## src/rtl/mcp_pkg.sv

```systemverilog
package mcp_pkg;

  typedef enum logic [1:0] {
    ST_IDLE,
    ST_RES_DIG,
    ST_ADR,
    ST_RUN_DIG
  } pstate_t;

  localparam logic KIND_RESUME = 1'b0;
  localparam logic KIND_START  = 1'b1;

  function automatic logic is_hex_char(input logic [7:0] c);
    return ((c >= 8'h30) && (c <= 8'h39)) || ((c >= 8'h41) && (c <= 8'h46));
  endfunction

  function automatic logic [3:0] hex_nibble(input logic [7:0] c);
    if (c <= 8'h39) return c[3:0];
    return c[3:0] + 4'd9;
  endfunction

  function automatic logic is_mode_char(input logic [7:0] c);
    return (c >= 8'h30) && (c <= 8'h33);
  endfunction

endpackage

```

## src/rtl/mcp_classify.sv

```systemverilog
module mcp_classify
  import mcp_pkg::*;
(
  input  logic [7:0] ch,
  output logic       is_c,
  output logic       is_r,
  output logic       is_hex,
  output logic [3:0] nib,
  output logic       is_mode,
  output logic [1:0] mode
);

  always_comb begin
    is_c    = (ch == 8'h43);
    is_r    = (ch == 8'h52);
    is_hex  = is_hex_char(ch);
    nib     = hex_nibble(ch);
    is_mode = is_mode_char(ch);
    mode    = ch[1:0];
  end

endmodule

```

## src/rtl/mcp_fsm.sv

```systemverilog
module mcp_fsm
  import mcp_pkg::*;
#(
  parameter int NIBBLES = 5
) (
  input  logic              clk,
  input  logic              rst,
  input  logic              valid,
  input  logic              is_c,
  input  logic              is_r,
  input  logic              is_hex,
  input  logic [3:0]        nib,
  input  logic              is_mode,
  output logic              ev_resume,
  output logic              ev_start,
  output logic              ev_err,
  output logic [4*NIBBLES-1:0] shadow
);

  localparam int AW = 4 * NIBBLES;
  localparam int CW = $clog2(NIBBLES + 1);

  pstate_t        state;
  logic [CW-1:0]  cnt;

  always_ff @(posedge clk) begin
    if (rst) begin
      state  <= ST_IDLE;
      cnt    <= '0;
      shadow <= '0;
    end else if (valid) begin
      case (state)
        ST_IDLE: begin
          if (is_c) begin
            state <= ST_RES_DIG;
          end else if (is_r) begin
            state  <= ST_ADR;
            cnt    <= '0;
            shadow <= '0;
          end
        end
        ST_ADR: begin
          if (is_hex) begin
            shadow <= {shadow[AW-5:0], nib};
            if (cnt == CW'(NIBBLES - 1)) state <= ST_RUN_DIG;
            else cnt <= cnt + 1'b1;
          end else begin
            state <= ST_IDLE;
          end
        end
        default: state <= ST_IDLE;
      endcase
    end
  end

  always_comb begin
    ev_resume = valid && (state == ST_RES_DIG) && is_mode;
    ev_start  = valid && (state == ST_RUN_DIG) && is_mode;
    ev_err    = valid && ((((state == ST_RES_DIG) || (state == ST_RUN_DIG)) && !is_mode)
                          || ((state == ST_ADR) && !is_hex));
  end

  // the nibble counter never passes the last address position
  assert_cnt_bound_R3: assert property (@(posedge clk) disable iff (rst)
    cnt < CW'(NIBBLES));

  // any error leaves the parser idle
  assert_err_to_idle_R9: assert property (@(posedge clk) disable iff (rst)
    ev_err |=> (state == ST_IDLE));

  // without a valid byte the state does not move
  assert_stall_hold_R8: assert property (@(posedge clk) disable iff (rst)
    !valid |=> $stable(state) && $stable(cnt) && $stable(shadow));

endmodule

```

## src/rtl/monitor_cmd_parser.sv

```systemverilog
module monitor_cmd_parser
  import mcp_pkg::*;
#(
  parameter int NIBBLES = 5,
  localparam int AW = 4 * NIBBLES
) (
  input  logic          clk,
  input  logic          rst,
  input  logic          rx_valid,
  input  logic [7:0]    rx_byte,
  output logic          cmd_pulse,
  output logic          cmd_kind,
  output logic [AW-1:0] start_addr,
  output logic          timer_a_en,
  output logic          timer_b_en,
  output logic          err_pulse
);

  logic          is_c, is_r, is_hex, is_mode;
  logic [3:0]    nib;
  logic [1:0]    mode;
  logic          ev_resume, ev_start, ev_err, ev_cmd;
  logic [AW-1:0] shadow;

  mcp_classify u_cls (
    .ch      (rx_byte),
    .is_c    (is_c),
    .is_r    (is_r),
    .is_hex  (is_hex),
    .nib     (nib),
    .is_mode (is_mode),
    .mode    (mode)
  );

  mcp_fsm #(.NIBBLES(NIBBLES)) u_fsm (
    .clk       (clk),
    .rst       (rst),
    .valid     (rx_valid),
    .is_c      (is_c),
    .is_r      (is_r),
    .is_hex    (is_hex),
    .nib       (nib),
    .is_mode   (is_mode),
    .ev_resume (ev_resume),
    .ev_start  (ev_start),
    .ev_err    (ev_err),
    .shadow    (shadow)
  );

  assign ev_cmd = ev_resume || ev_start;

  always_ff @(posedge clk) begin
    if (rst) begin
      cmd_pulse  <= 1'b0;
      cmd_kind   <= KIND_RESUME;
      start_addr <= '0;
      timer_a_en <= 1'b0;
      timer_b_en <= 1'b0;
      err_pulse  <= 1'b0;
    end else begin
      cmd_pulse <= ev_cmd;
      err_pulse <= ev_err;
      if (ev_cmd) begin
        cmd_kind   <= ev_start ? KIND_START : KIND_RESUME;
        timer_a_en <= mode[0];
        timer_b_en <= mode[1];
      end
      if (ev_start) start_addr <= shadow;
    end
  end

  // a command pulse lasts one cycle and follows an accepted byte
  assert_cmd_one_cycle_R2: assert property (@(posedge clk) disable iff (rst)
    cmd_pulse |=> !cmd_pulse);

  assert_cmd_after_byte_R2: assert property (@(posedge clk) disable iff (rst)
    cmd_pulse |-> $past(rx_valid));

  // error and command pulses never coincide
  assert_no_err_with_cmd_R5: assert property (@(posedge clk) disable iff (rst)
    !(cmd_pulse && err_pulse));

  // the address moves only with a start command
  assert_addr_hold_R7: assert property (@(posedge clk) disable iff (rst)
    !$stable(start_addr) |-> (cmd_pulse && cmd_kind == KIND_START));

  // the flags move only with a command
  assert_flags_hold_R7: assert property (@(posedge clk) disable iff (rst)
    !($stable(timer_a_en) && $stable(timer_b_en) && $stable(cmd_kind)) |-> cmd_pulse);

  // outputs are clear right after reset
  assert_reset_clear_R1: assert property (@(posedge clk)
    $past(rst) |-> (!cmd_pulse && !err_pulse && start_addr == '0 && !timer_a_en && !timer_b_en));

endmodule

```

## config.mk

```make
export PLATFORM = sky130hd
export DESIGN_NAME = monitor_cmd_parser
export DESIGN_NICKNAME = d
export VERILOG_FILES = /design/src/rtl/mcp_pkg.sv /design/src/rtl/mcp_classify.sv /design/src/rtl/mcp_fsm.sv /design/src/rtl/monitor_cmd_parser.sv
export SDC_FILE = /design/constraint.sdc
export NUM_CORES = 1
export LEC_CHECK = 0
export CAP_MARGIN = 15
export CORE_AREA = 3 3 69 71
export DETAILED_ROUTE_END_ITERATION = 7
export DIE_AREA = 0 0 72 74
export MAX_ROUTING_LAYER = met4
export PLACE_DENSITY = 0.83
export SKIP_LAST_GASP = 1
export SLEW_MARGIN = 20
export SYNTH_ARGS = -nofsm -noshare
export SYNTH_HDL_FRONTEND = slang
export SYNTH_HIERARCHICAL = 1
export SYNTH_SLANG_ARGS = --single-unit
```

## constraint.sdc

```tcl
create_clock -name clk -period 4.5 [get_ports clk]
set_clock_uncertainty 0.15 [all_clocks]
set_input_delay 0.45 -clock clk [delete_from_list [all_inputs] [get_ports clk]]
set_output_delay 0.45 -clock clk [all_outputs]
set_load 0.005 [all_outputs]
```

==> flow_summary.yaml, run 1 <==
sta:
  finalHoldViolCount: 0
  max_slew_margin_pct: 46.7
  holdWs_ns: 0.334
  fin_crit_ns: 3.15
  setup_tns_ns: 0
  rsz0062_at_grt: "no"
  fin_ws_ns: 1.35
  slew_viol_final: 0
  timing.fmax_mhz: 317
  tightest_slew_ns: 0.799
  finalCritPeriodShare_pct: 70.1
  setup_viol_count_final: 0
logic_synthesis:
  synthCells: 257
  yosysUniqueCellTypes: 43
  synth_area_um2: 2440
  synth_top_flop_cell: "dfxtp_1"
  ys_ff_latch: 50
  syn_area_per_cell_um2: 9.49
  synthTopCellsByCount: "50 x dfxtp_1, 27 x nand2b_1, 26 x nor2_1, 25 x mux2i_1, 18 x o21bai_1"
  yosysTopAreaCellShare_pct: 41.0
  syn_nets: 274
  seq_area_frac_synth_pct: 41.0
  synth_edf_count: 0
  netlist_top_cells_area: "dfxtp_1 41%, mux2i_1 10%, nand2b_1 6.9%"
  synth_most_common_cell: "dfxtp_1"
  yosysTopAreaCell: "dfxtp_1"
  synthArstFlopShare_pct: 0
  yosys_warnings: 6
grt:
  grt_overflow: 0
  grt_max_degree: 41
  grt_pass1_vias: 1739
  antenna_found_initial: 0
  grt_pass1_wl_mm: 7.97
  track_usage_pct: 19.2
detailed_routing:
  vias: 1910
  wl_per_cell_um: 14.1
  first_iter_violations: 136
  viasPerCell: 5.74
  drtAntennaViolNets: 0
  wirelength_mm: 4.70
  dr.pass1.iters: 4
  remaining_drc_errors: 0
clock_tree:
  clk_latency_ns: 0.30
  cts-htree-levels: 2
  cts_tree: "built"
  cts_max_path_buffers: 2
  clock-sinks: 50
  cts_root_buffer: "clkbuf_8"
  post_cts_buffers: 0
  path_clk_slew_ns: 0.09
  cts_buffers: 5
  cts_hold_buffers: 0
  postCtsResizedCells: 0
layout:
  diodes: 0
  syn2layout_area_growth_pct: 17.3
  drive_gt1_share_pct: 6.76
  nFillCells: 356
  layout.nets: 298
critical_path:
  cp.arrival_ns: 3.22
  end_kind: "flip-flop"
  crit_path_max_fanout: 18
  worstSetupPathType: "in2reg"
  slowest_delay_ns: 0.46
  cpMaxStageDelayCell: "clkdlybuf4s50_1"
  path_cells: "clkdlybuf4s50_1 > or3b_1 > or3_1 > o21ai_1 > nand2_1 > a21oi_1 > buf_4 > mux2i_1"
  worstPathRequired_ns: 4.57
  critPathLaunchType: "input port"
power_and_ir_drop:
  comb_power_share_pct: 5.5
  switchingPower_w: 0.000165
  seq_power_share_pct: 55.0
  p_sw_share_pct: 20.5
  cellPowerDensity_nw_per_um2: 281
  power.leakage_nw: 0.934
  pwr-share-clk_pct: 39.6
  ir_drop_v: 0.000154
  internal_power_w: 0.000639
floorplanning:
  initial_utilization_pct: 56.8
  core_area_um2: 4290
  ioPinCount: 36
  die_w_um: 72
  fp-row-count: 24
  die_area_um2: 5330
  die_height_um: 74
placed_design:
  portBuffers: 35
  gp_congestion: 0.805
  hpwl_mm: 3.25
  preCtsSetupSlack_ns: 1.09
run_status:
  outcome: "complete, no violations"
worst_hold_path:
  hold_path.class: "reg2reg"
run:
  drv_cap: 0
path summary, 6_finish.rpt:
path                                  startpoint          endpoint  slack (ns)  depth (start not counted)
worst min register to register  u_fsm/shadow[18]  u_fsm/shadow[18]        0.33                          2
worst max register to register    u_fsm/state[1]    start_addr[15]        2.35                          5
worst min-delay path            u_fsm/shadow[18]  u_fsm/shadow[18]        0.33                          2
worst max-delay path                  rx_byte[7]   u_fsm/shadow[1]        1.35                          8
power groups by stage:
stage	clock network, W	logic [W]	registers, W
after floorplan	0	0.0000279	0.000452
after global placement	0	0.0000435	0.000453
after detailed placement	0	0.0000443	0.000453
after CTS	0.000325	0.0000446	0.000442
after global routing	0.000340	0.0000486	0.000442
final	0.000318	0.0000440	0.000442
through the flow:
stage,cell area [µm²],std cells,total power (W),util [%]
after floorplan,2440,257,0.000480,-
after global placement,2760,326,0.000496,64.2
after detailed placement,2760,326,0.000497,64.2
after CTS,2870,333,0.000811,66.8
after global routing,2860,333,0.000831,66.7
final,2860,333,0.000804,66.7
cell type report:
type	instances	area [µm²]	share of cell area, %
inverters	9	33.8	1.18
repair buffers	39	375	13.1
clock buffers	6	82.6	2.88
well taps	52	65.1	2.27
flip-flops and latches	50	1000	35.0
multi-input cells	176	1270	44.5
clock inverters	1	30.0	1.05
critical path, delay by kind of cell:
| kind | cells | cell delay, ns |
|---|---|---|
| buffers and inverters | 2 | 0.70 |
| AND/OR/NAND/NOR | 3 | 1.18 |
| AO/OA/AOI/OAI | 2 | 0.68 |
| multiplexers | 1 | 0.22 |
cell usage in the layout, fill, tap and decap left out, types with 2 or more instances in the layout:
cell and n:
a2111oi_0 16, a21o_1 2, a21oi_1 6, buf_4 4, clkbuf_8 6, clkdlybuf4s50_1 34, dfxtp_1 50, ha_1 6
inv_1 9, mux2_2 2, mux2i_1 25, nand2_1 3, nand2b_1 27, nand3_1 5, nand3b_1 5, nand4_1 2
nor2_1 25, nor2b_1 2, nor4_1 2, o21ai_0 5, o21bai_1 18, or3b_1 4
per-layer routing:
metal	vias up	wire [µm]	share of wire, %	GRT usage (%)
li1	963	-	-	-
met1	902	2220	47	24.7
met2	36	2240	48	30.0
met3	9	173	3.7	4.19
met4	0	68	1.4	6.26
met5	-	0	0	-
sequential cells by signal, indices dropped and copies added (netlist names):
signal and cells:
cmd_pulse 1, start_addr 20, cmd_kind 1, timer_b_en 1
timer_a_en 1, u_fsm/cnt 3, u_fsm/shadow 20, u_fsm/state 2
err_pulse 1
logic make-up after synthesis:
logic type	synth area share [%]
xor gates and xnor gates	0.359
buffers and inverters	6.82
AOI/OAI and AO/OA	18.2
DFF	41.0
and+or+nand+nor	19.3
muxes	11.2
adders and majority gates	3.08
Power figures use the tool's default switching activity.
==> run 2: changes to the inputs <==
--- a/config.mk
+++ b/config.mk
@@ -6,11 +6,11 @@
 export NUM_CORES = 1
 export LEC_CHECK = 0
 export CAP_MARGIN = 15
-export CORE_AREA = 3 3 69 71
+export CORE_AREA = 3 3 72 74
 export DETAILED_ROUTE_END_ITERATION = 7
-export DIE_AREA = 0 0 72 74
+export DIE_AREA = 0 0 75 77
 export MAX_ROUTING_LAYER = met4
-export PLACE_DENSITY = 0.83
+export PLACE_DENSITY = 0.77
 export SKIP_LAST_GASP = 1
 export SLEW_MARGIN = 20
 export SYNTH_ARGS = -nofsm -noshare
==> constraint.sdc (replaced) <==
create_clock -name clk -period 3.15 [get_ports clk]
set_clock_uncertainty 0.15 [all_clocks]
set_input_delay 0.315 -clock clk [delete_from_list [all_inputs] [get_ports clk]]
set_output_delay 0.315 -clock clk [all_outputs]
set_load 0.005 [all_outputs]
==> flow_summary.yaml, run 2 (synthesized netlist as in run 1, its figures left out) <==
critical_path:
  cp.arrival_ns: 2.81
  crit_path_max_fanout: 20
  crit_top_cell: "or3b_1"
  worstSetupPathType: "in2reg"
  critPathLaunchType: "input port"
  path_cells: "clkdlybuf4s50_1 > or3b_1 > nor4_1 > or3b_1 > a21oi_1 > buf_4 > mux2i_1"
  cpMaxStageDelayCell: "or3b_1"
  slowest_delay_ns: 0.62
  end_kind: "flip-flop"
  path_delay_family: "simple AND/OR/NAND/NOR gates"
  path_buf_inv: 2
  worstPathRequired_ns: 3.23
floorplanning:
  die_w_um: 75
  ioPinCount: 36
  core_area_um2: 4660
  die_area_um2: 5780
  fp-row-count: 25
  initial_utilization_pct: 52.3
  die_height_um: 77
detailed_routing:
  vias: 1889
  dr.pass1.iters: 4
  viasPerCell: 5.54
  drtAntennaViolNets: 0
  wl_per_cell_um: 13.3
  first_iter_violations: 104
  wirelength_mm: 4.54
  remaining_drc_errors: 0
clock_tree:
  clk_latency_ns: 0.30
  path_clk_slew_ns: 0.09
  cts_root_buffer: "clkbuf_8"
  cts_tree: "built"
  cts_buffers: 5
  clock-sinks: 50
  postCtsResizedCells: 0
  cts_max_path_buffers: 2
  cts_hold_buffers: 0
  post_cts_buffers: 0
  cts-htree-levels: 2
sta:
  tightest_slew_ns: 0.768
  fin_crit_ns: 2.73
  finalHoldViolCount: 0
  slew_viol_final: 0
  holdWs_ns: 0.327
  rsz0062_at_grt: "no"
  setup_viol_count_final: 0
  max_slew_margin_pct: 48.7
  finalCritPeriodShare_pct: 86.7
  fin_ws_ns: 0.419
  timing.fmax_mhz: 366
  setup_tns_ns: 0
placed_design:
  dp_cells: 333
  portBuffers: 35
  preCtsSetupSlack_ns: 0.150
  gp_congestion: 0.832
  hpwl_mm: 3.26
grt:
  antenna_found_initial: 0
  track_usage_pct: 17.9
  grt_overflow: 0
  grt_pass1_vias: 1763
  grt_max_degree: 26
  grt_pass1_wl_mm: 8.13
layout:
  final_cell_count_no_fill: 341
  drive_gt1_share_pct: 8.01
  layout.nets: 303
  final_common_cell: "dfxtp_1"
  reg_top3: "start_addr x20, u_fsm/shadow x20, u_fsm/cnt x3"
  diodes: 0
  layout_common_cells: "50 x dfxtp_1, 35 x clkdlybuf4s50_1, 27 x nand2b_1"
  syn2layout_area_growth_pct: 18.1
  nFillCells: 413
power_and_ir_drop:
  power.leakage_nw: 0.947
  cellPowerDensity_nw_per_um2: 368
  ir_drop_v: 0.000201
worst_hold_path:
  hold_path.class: "reg2reg"
run_status:
  outcome: "complete, no violations"
run:
  drv_cap: 0
-- run 2: through the flow --
stage,util [%],cell area [µm²],power (W)
after detailed placement,60.0,2800,0.000713
final,61.8,2880,0.00106
after global routing,61.8,2880,0.00111
after global placement,60.0,2800,0.000713
after CTS,61.8,2880,0.00107
after floorplan,-,2440,0.000686
-- run 2: tightest hold or removal path: stages, from the launching register on --
cell and delay (ns):
dfxtp_1 0.32, nand2b_1 0.07, o21bai_1 0.05
-- run 2: report_power, final --
group,switching [W],internal [W]
Combinational,0.0000354,0.0000320
Clock,0.000205,0.000157
Sequential,0.0000000829,0.000631
Total,0.000241,0.000820
-- run 2: final timing paths --
check                   startpoint               end  slack (ns)  cells after the start
setup / recovery        rx_byte[7]   u_fsm/shadow[2]        0.42                      7
hold / removal    u_fsm/shadow[19]  u_fsm/shadow[19]        0.33                      2
setup reg to reg    u_fsm/state[1]   u_fsm/shadow[2]        1.21                      4
hold reg to reg   u_fsm/shadow[19]  u_fsm/shadow[19]        0.33                      2
-- run 2: routing by layer --
| layer | GRT usage [%] | routed length, µm | up-vias |
|---|---|---|---|
| met5 | - | 0 | - |
| met4 | 3.74 | 34 | 0 |
| met3 | 4.33 | 172 | 4 |
| met2 | 25.7 | 2030 | 38 |
| met1 | 25.5 | 2310 | 872 |
| li1 | - | - | 975 |
-- run 2: final cells by class --
class,count,area [µm²],area share [%]
Clock buffer,6,72.6,2.52
Clock inverter,2,13.8,0.478
Inverter,9,33.8,1.17
Multi-Input combinational cell,176,1270,44.2
Sequential cell,50,1000,34.7
Tap cell,54,67.6,2.34
Timing Repair Buffer,44,418,14.5
==> run 3: changes to the inputs <==
==> constraint.sdc (replaced) <==
create_clock -name clk -period 2.7 [get_ports clk]
set_clock_uncertainty 0.15 [all_clocks]
set_input_delay 0.27 -clock clk [delete_from_list [all_inputs] [get_ports clk]]
set_output_delay 0.27 -clock clk [all_outputs]
set_load 0.005 [all_outputs]
==> flow_summary.yaml, run 3 (synthesized netlist as in run 1, its figures left out) <==
sta:
  fin_ws_ns: 0.191
  finalCritPeriodShare_pct: 92.9
  max_slew_margin_pct: 66.4
  fin_crit_ns: 2.51
  setup_viol_count_final: 0
  tightest_slew_ns: 0.504
  finalHoldViolCount: 0
  rsz0062_at_grt: "no"
  setup_tns_ns: 0
  timing.fmax_mhz: 399
  slew_viol_final: 0
clock_tree:
  cts-htree-levels: 2
  post_cts_buffers: 0
  cts_buffers: 5
  cts_hold_buffers: 0
  cts_tree: "built"
  path_clk_slew_ns: 0.10
  cts_root_buffer: "clkbuf_8"
  clock-sinks: 50
  postCtsResizedCells: 0
  clk_latency_ns: 0.31
  cts_max_path_buffers: 2
critical_path:
  cpMaxStageDelayCell: "clkdlybuf4s50_1"
  worstPathRequired_ns: 2.80
  crit_path_max_fanout: 18
  crit_start: "rx_byte[6]"
  critPathCapture: "u_fsm/shadow[8]"
  r2r_end: "u_fsm/shadow[8]"
  worstSetupPathType: "in2reg"
  end_kind: "flip-flop"
  crit_top_cell: "or3b_1"
  path_cells: "clkdlybuf4s50_1 > or3b_1 > nor4_1 > or3b_1 > buf_4 > a2111oi_0 > o21bai_1"
  reg2regPathDepth: 4
  reg2reg_from: "u_fsm/state[1]"
  slowest_delay_ns: 0.46
  rrSetupSlack_ns: 0.87
  cp.arrival_ns: 2.61
  critPathLaunchType: "input port"
detailed_routing:
  vias: 1951
  wl_per_cell_um: 13.3
  dr.pass1.iters: 4
  viasPerCell: 5.53
  first_iter_violations: 104
  wirelength_mm: 4.71
  remaining_drc_errors: 0
  drtAntennaViolNets: 0
grt:
  antenna_found_initial: 0
  grt_pass1_wl_mm: 8.18
  grt_pass1_vias: 1854
  grt_max_degree: 43
  grt_overflow: 0
  track_usage_pct: 18.3
placed_design:
  preCtsSetupSlack_ns: -0.115
  dpl-instance-area_um2: 2890
  gp_congestion: 0.849
  portBuffers: 35
  hpwl_mm: 3.40
power_and_ir_drop:
  ir_drop_v: 0.000315
  cellPowerDensity_nw_per_um2: 460
  power.leakage_nw: 1.02
layout:
  reg_top3: "start_addr x20, u_fsm/shadow x20, u_fsm/cnt x3"
  postLayoutCoreUtil_pct: 64.5
  layout_common_cells: "50 x dfxtp_1, 35 x clkdlybuf4s50_1, 27 x nand2b_1"
  layout.nets: 315
  final_common_cell: "dfxtp_1"
  diodes: 0
  fin_area_um2: 3010
  syn2layout_area_growth_pct: 23.2
  drive_gt1_share_pct: 12.0
floorplanning:
  die_height_um: 77
  initial_utilization_pct: 52.3
  core_area_um2: 4660
  fp-row-count: 25
  die_w_um: 75
  ioPinCount: 36
  die_area_um2: 5780
run:
  drv_cap: 0
run_status:
  outcome: "complete, no violations"
worst_hold_path:
  hold_path.class: "reg2reg"
[run 3: cell count changes in the layout (fill, tap and decap cells not counted)]
cell,delta
buf_4,+12
clkbuf_1,-1
clkbuf_8,+1
clkinv_4,-1
bufinv_16,+1
inv_6,+1
clkinv_2,-1
[run 3: where the power goes]
part           switching, W   total, W  internal, W
Sequential      0.000000102   0.000737     0.000737
Combinational     0.0000425  0.0000864    0.0000440
Clock              0.000254   0.000559     0.000305
[run 3: worst min-delay path by stage]
stage	startpoint	endpoint	slack [ns]	cells past startpoint
after floorplan	rx_valid	u_fsm/state[0]	0.28	2
after global placement	u_fsm/shadow[16]	u_fsm/shadow[16]	0.31	2
after detailed placement	u_fsm/shadow[16]	u_fsm/shadow[16]	0.31	2
after CTS	u_fsm/shadow[16]	u_fsm/shadow[16]	0.33	2
after global routing	cmd_kind	cmd_kind	0.35	2
final	u_fsm/shadow[16]	u_fsm/shadow[16]	0.32	2
[run 3: layer usage]
| metal | up-vias | part of all wire [%] | wire length, µm | GRT usage, % |
|---|---|---|---|---|
| met5 | - | 0 | 0 | - |
| met4 | 0 | 0.93 | 44 | 6.58 |
| met3 | 6 | 4.1 | 193 | 4.06 |
| met2 | 38 | 49 | 2290 | 28.1 |
| met1 | 905 | 46 | 2180 | 23.3 |
| li1 | 1002 | - | - | - |
[run 3: cell type report]
class                      instances  area, µm²
tap                               54       67.6
inverter                           9       33.8
clock inverter                     2       38.8
clock buffer                       6       82.6
timing repair buffer              56        508
multi-input combinational        176       1270
fill                             396       1650
sequential                        50       1000
[run 3: per-stage QoR]
step | power, W | hold WS (ns) | std cells
2_1_floorplan | 0.000801 | 0.276 | 257
3_3_place_gp | 0.000839 | 0.309 | 345
3_5_place_dp | 0.000841 | 0.311 | 345
4_1_cts | 0.00140 | 0.327 | 353
5_1_grt | 0.00143 | 0.351 | 353
6_report | 0.00138 | 0.323 | 353
[run 3: worst max-delay path, delay by kind of cell]
kind | cells | cell delay [ns]
AND/OR/NAND/NOR | 3 | 1.03
buffers and inverters | 2 | 0.67
AO/OA/AOI/OAI | 2 | 0.63
